==> config.mk <==
export PLATFORM = sky130hd
export DESIGN_NAME = lpm_clk_ctrl
export DESIGN_NICKNAME = d
export VERILOG_FILES = /design/src/rtl/lpm_pkg.sv /design/src/rtl/lpm_mode_fsm.sv /design/src/rtl/lpm_settle_timer.sv /design/src/rtl/lpm_cg_regs.sv /design/src/rtl/lpm_clk_gate.sv /design/src/rtl/lpm_clk_ctrl.sv
export SDC_FILE = /design/constraint.sdc
export NUM_CORES = 1
export LEC_CHECK = 0
export BUFFER_PORTS_ARGS = -buffer_cell sky130_fd_sc_hd__buf_4
export CAP_MARGIN = 20
export CORE_UTILIZATION = 53
export DETAILED_ROUTE_END_ITERATION = 8
export GPL_ROUTABILITY_DRIVEN = 0
export PLACE_DENSITY = 0.85
export SLEW_MARGIN = 40
export SYNTH_ARGS = -nofsm -noshare
export SYNTH_HDL_FRONTEND = slang
export SYNTH_SLANG_ARGS = --single-unit
==> constraint.sdc <==
create_clock -name clk -period 3.3 [get_ports clk]
set_clock_uncertainty 0.1 [all_clocks]
set_input_delay 0.165 -clock clk [delete_from_list [all_inputs] [get_ports clk]]
set_output_delay 0.165 -clock clk [all_outputs]
set_load 0.05 [all_outputs]
==> src/rtl/lpm_pkg.sv <==
package lpm_pkg;
    typedef enum logic [1:0] {
        M_RUN    = 2'd0,
        M_WAIT   = 2'd1,
        M_STOP   = 2'd2,
        M_SETTLE = 2'd3
    } pmode_e;
endpackage

==> src/rtl/lpm_mode_fsm.sv <==
module lpm_mode_fsm
    import lpm_pkg::*;
(
    input  logic   clk,
    input  logic   rst_n,
    input  logic   wait_req,
    input  logic   stop_req,
    input  logic   osc_hold_cfg,
    input  logic   ext_irq,
    input  logic   gen_irq,
    input  logic   gen_irq_en,
    input  logic   tick_irq,
    input  logic   dbg_irq,
    input  logic   mask_wr,
    input  logic   mask_wdata,
    input  logic   dbg_flag_clr,
    input  logic   settle_done,
    output pmode_e mode,
    output logic   hold_q,
    output logic   irq_mask,
    output logic   dbg_stop_flag,
    output logic   settle_start,
    output logic   stop_clear
);
    typedef struct packed {
        pmode_e mode;
        logic   hold;
        logic   imask;
        logic   brk;
    } fsm_t;

    localparam fsm_t FSM_RST = '{mode: M_RUN, hold: 1'b0, imask: 1'b1, brk: 1'b0};

    fsm_t r_q, r_d;
    logic wait_wake, stop_wake;

    always_comb begin
        wait_wake    = ext_irq | tick_irq | dbg_irq | (gen_irq & gen_irq_en);
        stop_wake    = ext_irq | dbg_irq | (tick_irq & r_q.hold);
        r_d          = r_q;
        settle_start = 1'b0;
        stop_clear   = 1'b0;
        unique case (r_q.mode)
            M_RUN: begin
                if (mask_wr)      r_d.imask = mask_wdata;
                if (dbg_flag_clr) r_d.brk   = 1'b0;
                if (stop_req) begin
                    r_d.mode   = M_STOP;
                    r_d.imask  = 1'b0;
                    r_d.hold   = osc_hold_cfg;
                    stop_clear = ~osc_hold_cfg;
                end else if (wait_req) begin
                    r_d.mode  = M_WAIT;
                    r_d.imask = 1'b0;
                end
            end
            M_WAIT: begin
                if (wait_wake) r_d.mode = M_RUN;
            end
            M_STOP: begin
                if (dbg_irq) r_d.brk = 1'b1;
                if (stop_wake) begin
                    if (r_q.hold) begin
                        r_d.mode = M_RUN;
                    end else begin
                        r_d.mode     = M_SETTLE;
                        settle_start = 1'b1;
                    end
                end
            end
            M_SETTLE: begin
                if (settle_done) r_d.mode = M_RUN;
            end
            default: r_d = FSM_RST;
        endcase
    end

    always_ff @(posedge clk or negedge rst_n) begin
        if (!rst_n) r_q <= FSM_RST;
        else        r_q <= r_d;
    end

    assign mode          = r_q.mode;
    assign hold_q        = r_q.hold;
    assign irq_mask      = r_q.imask;
    assign dbg_stop_flag = r_q.brk;

    p_sleep_entry_r1: assert property (@(posedge clk) disable iff (!rst_n)
        (r_q.mode == M_RUN && (wait_req || stop_req)) |=> (r_q.mode != M_RUN && !r_q.imask));
    p_stop_first_r1: assert property (@(posedge clk) disable iff (!rst_n)
        (r_q.mode == M_RUN && stop_req) |=> (r_q.mode == M_STOP));
    p_mask_low_asleep_r2: assert property (@(posedge clk) disable iff (!rst_n)
        (r_q.mode != M_RUN) |-> !r_q.imask);
    p_tick_fast_r6: assert property (@(posedge clk) disable iff (!rst_n)
        (r_q.mode == M_STOP && r_q.hold && tick_irq) |=> (r_q.mode == M_RUN));
    p_gen_ignored_r7: assert property (@(posedge clk) disable iff (!rst_n)
        (r_q.mode == M_STOP && gen_irq && !ext_irq && !dbg_irq && !tick_irq) |=> (r_q.mode == M_STOP));
    p_brk_flag_r8: assert property (@(posedge clk) disable iff (!rst_n)
        (r_q.mode == M_STOP && dbg_irq) |=> r_q.brk);
endmodule

==> src/rtl/lpm_settle_timer.sv <==
module lpm_settle_timer #(
    parameter int LIMIT = 4096
) (
    input  logic clk,
    input  logic rst_n,
    input  logic start,
    output logic done
);
    localparam int             CW   = $clog2(LIMIT + 1);
    localparam logic [CW-1:0]  LAST = CW'(LIMIT - 1);

    typedef struct packed {
        logic          act;
        logic [CW-1:0] cnt;
    } tmr_t;

    localparam tmr_t TMR_RST = '{act: 1'b0, cnt: '0};

    tmr_t r_q, r_d;

    always_comb begin
        r_d  = r_q;
        done = r_q.act && (r_q.cnt == LAST);
        if (start) begin
            r_d.act = 1'b1;
            r_d.cnt = '0;
        end else if (r_q.act) begin
            if (done) begin
                r_d.act = 1'b0;
                r_d.cnt = '0;
            end else begin
                r_d.cnt = r_q.cnt + 1'b1;
            end
        end
    end

    always_ff @(posedge clk or negedge rst_n) begin
        if (!rst_n) r_q <= TMR_RST;
        else        r_q <= r_d;
    end

    p_settle_begin_r9: assert property (@(posedge clk) disable iff (!rst_n)
        start |=> (r_q.act && r_q.cnt == '0));
    p_settle_bound_r9: assert property (@(posedge clk) disable iff (!rst_n)
        r_q.act |-> (r_q.cnt <= LAST));
endmodule

==> src/rtl/lpm_cg_regs.sv <==
module lpm_cg_regs #(
    parameter int SET_W = 16
) (
    input  logic             clk,
    input  logic             rst_n,
    input  logic             cpu_run,
    input  logic             gen_off,
    input  logic             stop_clear,
    input  logic             xtal_ready,
    input  logic             rc_ready,
    input  logic             set_wr,
    input  logic [SET_W-1:0] set_wdata,
    input  logic             mon_wr,
    input  logic [1:0]       mon_wdata,
    input  logic             mon_fault,
    output logic             xtal_stable,
    output logic             rc_stable,
    output logic             mon_en,
    output logic             mon_irq_en,
    output logic             mon_flag,
    output logic [SET_W-1:0] gen_settings
);
    typedef struct packed {
        logic             xst;
        logic             rst;
        logic             men;
        logic             mie;
        logic             mfl;
        logic [SET_W-1:0] set;
    } cg_t;

    localparam cg_t CG_RST = '{xst: 1'b0, rst: 1'b0, men: 1'b0, mie: 1'b0, mfl: 1'b0, set: '0};

    cg_t r_q, r_d;

    always_comb begin
        r_d = r_q;
        if (!gen_off) begin
            if (xtal_ready) r_d.xst = 1'b1;
            if (rc_ready)   r_d.rst = 1'b1;
        end
        if (cpu_run && set_wr) r_d.set = set_wdata;
        if (cpu_run && mon_wr) begin
            r_d.men = mon_wdata[0];
            r_d.mie = mon_wdata[1] & mon_wdata[0];
            r_d.mfl = 1'b0;
        end else if (mon_fault && r_q.men) begin
            r_d.mfl = 1'b1;
        end
        if (stop_clear) begin
            r_d.xst = 1'b0;
            r_d.rst = 1'b0;
            r_d.men = 1'b0;
            r_d.mie = 1'b0;
            r_d.mfl = 1'b0;
        end
    end

    always_ff @(posedge clk or negedge rst_n) begin
        if (!rst_n) r_q <= CG_RST;
        else        r_q <= r_d;
    end

    assign xtal_stable  = r_q.xst;
    assign rc_stable    = r_q.rst;
    assign mon_en       = r_q.men;
    assign mon_irq_en   = r_q.mie;
    assign mon_flag     = r_q.mfl;
    assign gen_settings = r_q.set;

    p_stop_wipe_r5: assert property (@(posedge clk) disable iff (!rst_n)
        (stop_clear && !set_wr) |=> (!r_q.xst && !r_q.rst && !r_q.men && !r_q.mie && !r_q.mfl
                                     && $stable(r_q.set)));
    p_mon_gated_r10: assert property (@(posedge clk) disable iff (!rst_n)
        !r_q.men |-> (!r_q.mie && !r_q.mfl));
endmodule

==> src/rtl/lpm_clk_gate.sv <==
module lpm_clk_gate
    import lpm_pkg::*;
#(
    parameter int NCLK = 4
) (
    input  pmode_e          mode,
    input  logic            hold_q,
    output logic            cpu_clk_en,
    output logic [NCLK-1:0] clk_en
);
    logic gen_dark;

    always_comb begin
        cpu_clk_en = (mode == M_RUN);
        gen_dark   = (mode == M_SETTLE) || (mode == M_STOP && !hold_q);
    end

    for (genvar g = 0; g < NCLK; g++) begin : g_out
        assign clk_en[g] = ~gen_dark;
    end
endmodule

==> src/rtl/lpm_clk_ctrl.sv <==
module lpm_clk_ctrl
    import lpm_pkg::*;
#(
    parameter int SETTLE_CYCLES = 4096,
    parameter int SET_W         = 16,
    parameter int NCLK          = 4
) (
    input  logic             clk,
    input  logic             rst_n,
    input  logic             wait_req,
    input  logic             stop_req,
    input  logic             osc_hold_cfg,
    input  logic             ext_irq,
    input  logic             gen_irq,
    input  logic             gen_irq_en,
    input  logic             tick_irq,
    input  logic             dbg_irq,
    input  logic             mask_wr,
    input  logic             mask_wdata,
    input  logic             dbg_flag_clr,
    input  logic             xtal_ready,
    input  logic             rc_ready,
    input  logic             set_wr,
    input  logic [SET_W-1:0] set_wdata,
    input  logic             mon_wr,
    input  logic [1:0]       mon_wdata,
    input  logic             mon_fault,
    output logic             cpu_clk_en,
    output logic [NCLK-1:0]  clk_en,
    output logic             irq_mask,
    output logic             dbg_stop_flag,
    output logic             xtal_stable,
    output logic             rc_stable,
    output logic             mon_en,
    output logic             mon_irq_en,
    output logic             mon_flag,
    output logic [SET_W-1:0] gen_settings,
    output logic [1:0]       mode
);
    pmode_e mode_w;
    logic   hold_w, settle_start, settle_done, stop_clear, gen_off, cpu_run;

    lpm_mode_fsm u_fsm (
        .clk          (clk),
        .rst_n        (rst_n),
        .wait_req     (wait_req),
        .stop_req     (stop_req),
        .osc_hold_cfg (osc_hold_cfg),
        .ext_irq      (ext_irq),
        .gen_irq      (gen_irq),
        .gen_irq_en   (gen_irq_en),
        .tick_irq     (tick_irq),
        .dbg_irq      (dbg_irq),
        .mask_wr      (mask_wr),
        .mask_wdata   (mask_wdata),
        .dbg_flag_clr (dbg_flag_clr),
        .settle_done  (settle_done),
        .mode         (mode_w),
        .hold_q       (hold_w),
        .irq_mask     (irq_mask),
        .dbg_stop_flag(dbg_stop_flag),
        .settle_start (settle_start),
        .stop_clear   (stop_clear)
    );

    lpm_settle_timer #(.LIMIT(SETTLE_CYCLES)) u_timer (
        .clk  (clk),
        .rst_n(rst_n),
        .start(settle_start),
        .done (settle_done)
    );

    assign cpu_run = (mode_w == M_RUN);
    assign gen_off = (mode_w == M_STOP) && !hold_w;

    lpm_cg_regs #(.SET_W(SET_W)) u_regs (
        .clk         (clk),
        .rst_n       (rst_n),
        .cpu_run     (cpu_run),
        .gen_off     (gen_off),
        .stop_clear  (stop_clear),
        .xtal_ready  (xtal_ready),
        .rc_ready    (rc_ready),
        .set_wr      (set_wr),
        .set_wdata   (set_wdata),
        .mon_wr      (mon_wr),
        .mon_wdata   (mon_wdata),
        .mon_fault   (mon_fault),
        .xtal_stable (xtal_stable),
        .rc_stable   (rc_stable),
        .mon_en      (mon_en),
        .mon_irq_en  (mon_irq_en),
        .mon_flag    (mon_flag),
        .gen_settings(gen_settings)
    );

    lpm_clk_gate #(.NCLK(NCLK)) u_gate (
        .mode      (mode_w),
        .hold_q    (hold_w),
        .cpu_clk_en(cpu_clk_en),
        .clk_en    (clk_en)
    );

    assign mode = mode_w;

    p_clocks_dark_r4: assert property (@(posedge clk) disable iff (!rst_n)
        stop_clear |=> (clk_en == '0 && !cpu_clk_en));
    p_hold_lit_r6: assert property (@(posedge clk) disable iff (!rst_n)
        (cpu_run && stop_req && osc_hold_cfg) |=> (clk_en == '1));
endmodule

==> reports/qor.yml <==
status: "finished clean"
worst_slew_pin_slew_ps: 691
ios: 66
cts_max_path_buffers: 2
yosysTopAreaCellShare_pct: 53.2
grt_usage_pct: 28.5
worstSetupPathType: "flip-flop to flip-flop"
synth_most_common_cell: "dfrtp_1"
synth_top_area_cell: "dfrtp_1"
syn_area_um2: 1830
worstSetupEndpointType: "flip-flop"
root_buffer: "clkbuf_4"
wl_per_cell_um: 15.5
cts_buffers: 5
worstPathMaxFanout: 16
cap_viol_max_count: 0
power_leakage_nw: 1.26
wirelength_mm: 4.75
drtIter0Drc: 78
avgSynthCellArea_um2: 10.8
slew_violations: 0
dieArea_um2: 3700
grt_pass1_vias: 1619
synth_cell_types: 39
dp_hpwl_mm: 2.95
tns_ps: 0
insertion_delay_ps: 350
async_flop_share_pct: 100
cts_resized: 0
cp.required_ps: 3430
p_total_w: 0.00268
core_um2: 3180
crit_slowest_cell: "and2_1"
grt_max_degree: 41
die_w_um: 60.8
first_pass_iters: 4
final_layout_size_suffix_gt1_share_pct: 30.8
port-buffer-count: 65
synthCells: 170
finalHoldViolCount: 0
hold_ws_ps: 34.5
cts_max_level: 2
synth_edf_count: 0
path_clk_slew_ps: 110
synth.net_count: 207
max-vdd-ir-drop_v: 0.000643
ys_warn_count: 0
hold_path_class: "input pin to flip-flop"
ys_seq_area_share_pct: 54.7
power.density_nw_per_um2: 994
area_growth_pct: 47.2
netlist_top_cells_count: "dfrtp_1, nand2_1, nor2_1"
initial_utilization_pct: 57.7
min_period_over_period_pct: 67.1
slew_headroom_pct: 53.9
slowest_delay_ps: 660
viasPerCell: 5.48
post-route-min-period_ps: 2210
fp.dieH_um: 60.8
clock-sinks: 40
n_antenna_cell: 0
setup_viol: 0
grt_antenna_before_repair: 0
synth-seq-cells: 40
crit_arrival_ps: 2340
drc: 0
detail-route-antenna-nets: 0
vias: 1681
fmax_mhz: 452
path_cells: "nor2_1 > and2_1 > mux2_1"
num_rows: 20
synth_area_leaders: "dfrtp_1, mux2_1, nand2_1"
finalNetCount: 300
grt_pass1_wl_mm: 7.42
synthFlopType: "dfrtp_1"
start_kind: "flip-flop"
rsz0062_at_grt: "no"
grt.overflow.total: 0
cts_tree: "yes"
cell type report:
cell class	count	area, µm²
repair buffers	91	748
fillers	177	479
clock inverters	2	60.1
inverters	6	22.5
clock buffers	5	37.5
flip-flops and latches	40	1000
multi-input cells	119	773
well taps	44	55.1
cell usage in the layout, fill, tap and decap left out, types with 2 or more instances in the layout:
| cell | Yosys | final |
|---|---|---|
| nand4_1 | 4 | 4 |
| nor2_1 | 18 | 18 |
| dlygate4sd3_1 | 0 | 26 |
| clkbuf_4 | 0 | 5 |
| mux2_1 | 14 | 14 |
| a211oi_1 | 2 | 2 |
| a21o_1 | 3 | 3 |
| nand2_1 | 19 | 19 |
| a31oi_1 | 2 | 2 |
| nand3b_1 | 2 | 2 |
| o21ai_0 | 2 | 2 |
| xor2_1 | 2 | 2 |
| or3_1 | 4 | 4 |
| bufinv_16 | 0 | 2 |
| inv_1 | 6 | 6 |
| dfrtp_1 | 39 | 39 |
| mux2_2 | 3 | 3 |
| o21ai_1 | 4 | 4 |
| buf_4 | 4 | 65 |
| nand3_1 | 9 | 9 |
| a21oi_1 | 12 | 12 |
state kept, by name (all words and copies together) (netlist names):
register             count
u_fsm.mode               2
u_fsm.hold_q             1
u_regs.mon_en            1
u_regs.mon_irq_en        1
u_regs.gen_settings     16
u_fsm.dbg_stop_flag      1
u_fsm.irq_mask           1
u_regs.rc_stable         1
u_regs.xtal_stable       1
u_timer.r_q             14
u_regs.mon_flag          1
logic make-up after synthesis:
| group | Yosys count | share of synthesized area [%] |
|---|---|---|
| and+or+nand+nor | 64 | 17.4 |
| DFF | 40 | 54.7 |
| AOI/OAI and AO/OA | 34 | 12.2 |
| muxes | 18 | 11.0 |
| buffers and inverters | 11 | 3.14 |
| xor gates and xnor gates | 2 | 0.956 |
| adders and majority gates | 1 | 0.682 |
final timing paths:
check / end / startpoint / slack [ps] / cells past startpoint
worst max-delay path: u_regs.gen_settings[1] / u_fsm.mode[1] / 1090 / 3
worst min-delay path: u_fsm.mode[0] / stop_req / 30 / 3
worst max register to register: u_regs.gen_settings[1] / u_fsm.mode[1] / 1090 / 3
worst min register to register: u_regs.gen_settings[7] / u_regs.gen_settings[7] / 400 / 1
max in group asynchronous: u_fsm.irq_mask / rst_n / 2510 / 2
min in group asynchronous: u_regs.gen_settings[12] / rst_n / 190 / 2
through the flow:
stage | instance area [µm²] | instances | utilization, % | worst slack, ps
final | 2700 | 307 | 84.9 | 1090
after floorplan | 1830 | 170 | - | 608
after detailed placement | 2340 | 274 | 73.7 | 1110
after global placement | 2340 | 274 | 73.7 | 1180
after global routing | 2700 | 307 | 84.9 | 944
after CTS | 2700 | 307 | 84.9 | 1100
worst max-delay path, delay by kind of cell (launching register included):
| family | cells | cell delay, ps |
|---|---|---|
| muxes | 1 | 400 |
| and+or+nand+nor | 2 | 1120 |
| DFF | 1 | 480 |
per-layer routing:
metal	track usage, %	wire length [µm]	up-vias
met5	0	0	-
met4	9.74	80	0
met3	8.96	365	9
met2	49.0	2440	90
met1	34.0	1860	797
li1	-	-	785
where the power goes:
group | internal (W) | switching [W] | total, W | leakage [nW]
Combinational | 0.000475 | 0.000989 | 0.00146 | 0.721
Sequential | 0.000678 | 0.000148 | 0.000827 | 0.490
Clock | 0.000232 | 0.000161 | 0.000393 | 0.0513
Total | 0.00138 | 0.00130 | 0.00268 | 1.26
what timing repair did:
item	in CTS	in global routing
setup buffers	0	0
endpoints found under the setup margin	0	0
hold buffers	26	0
hold endpoints to repair	63	0
Note: power is estimated with default switching activity, not from simulation.
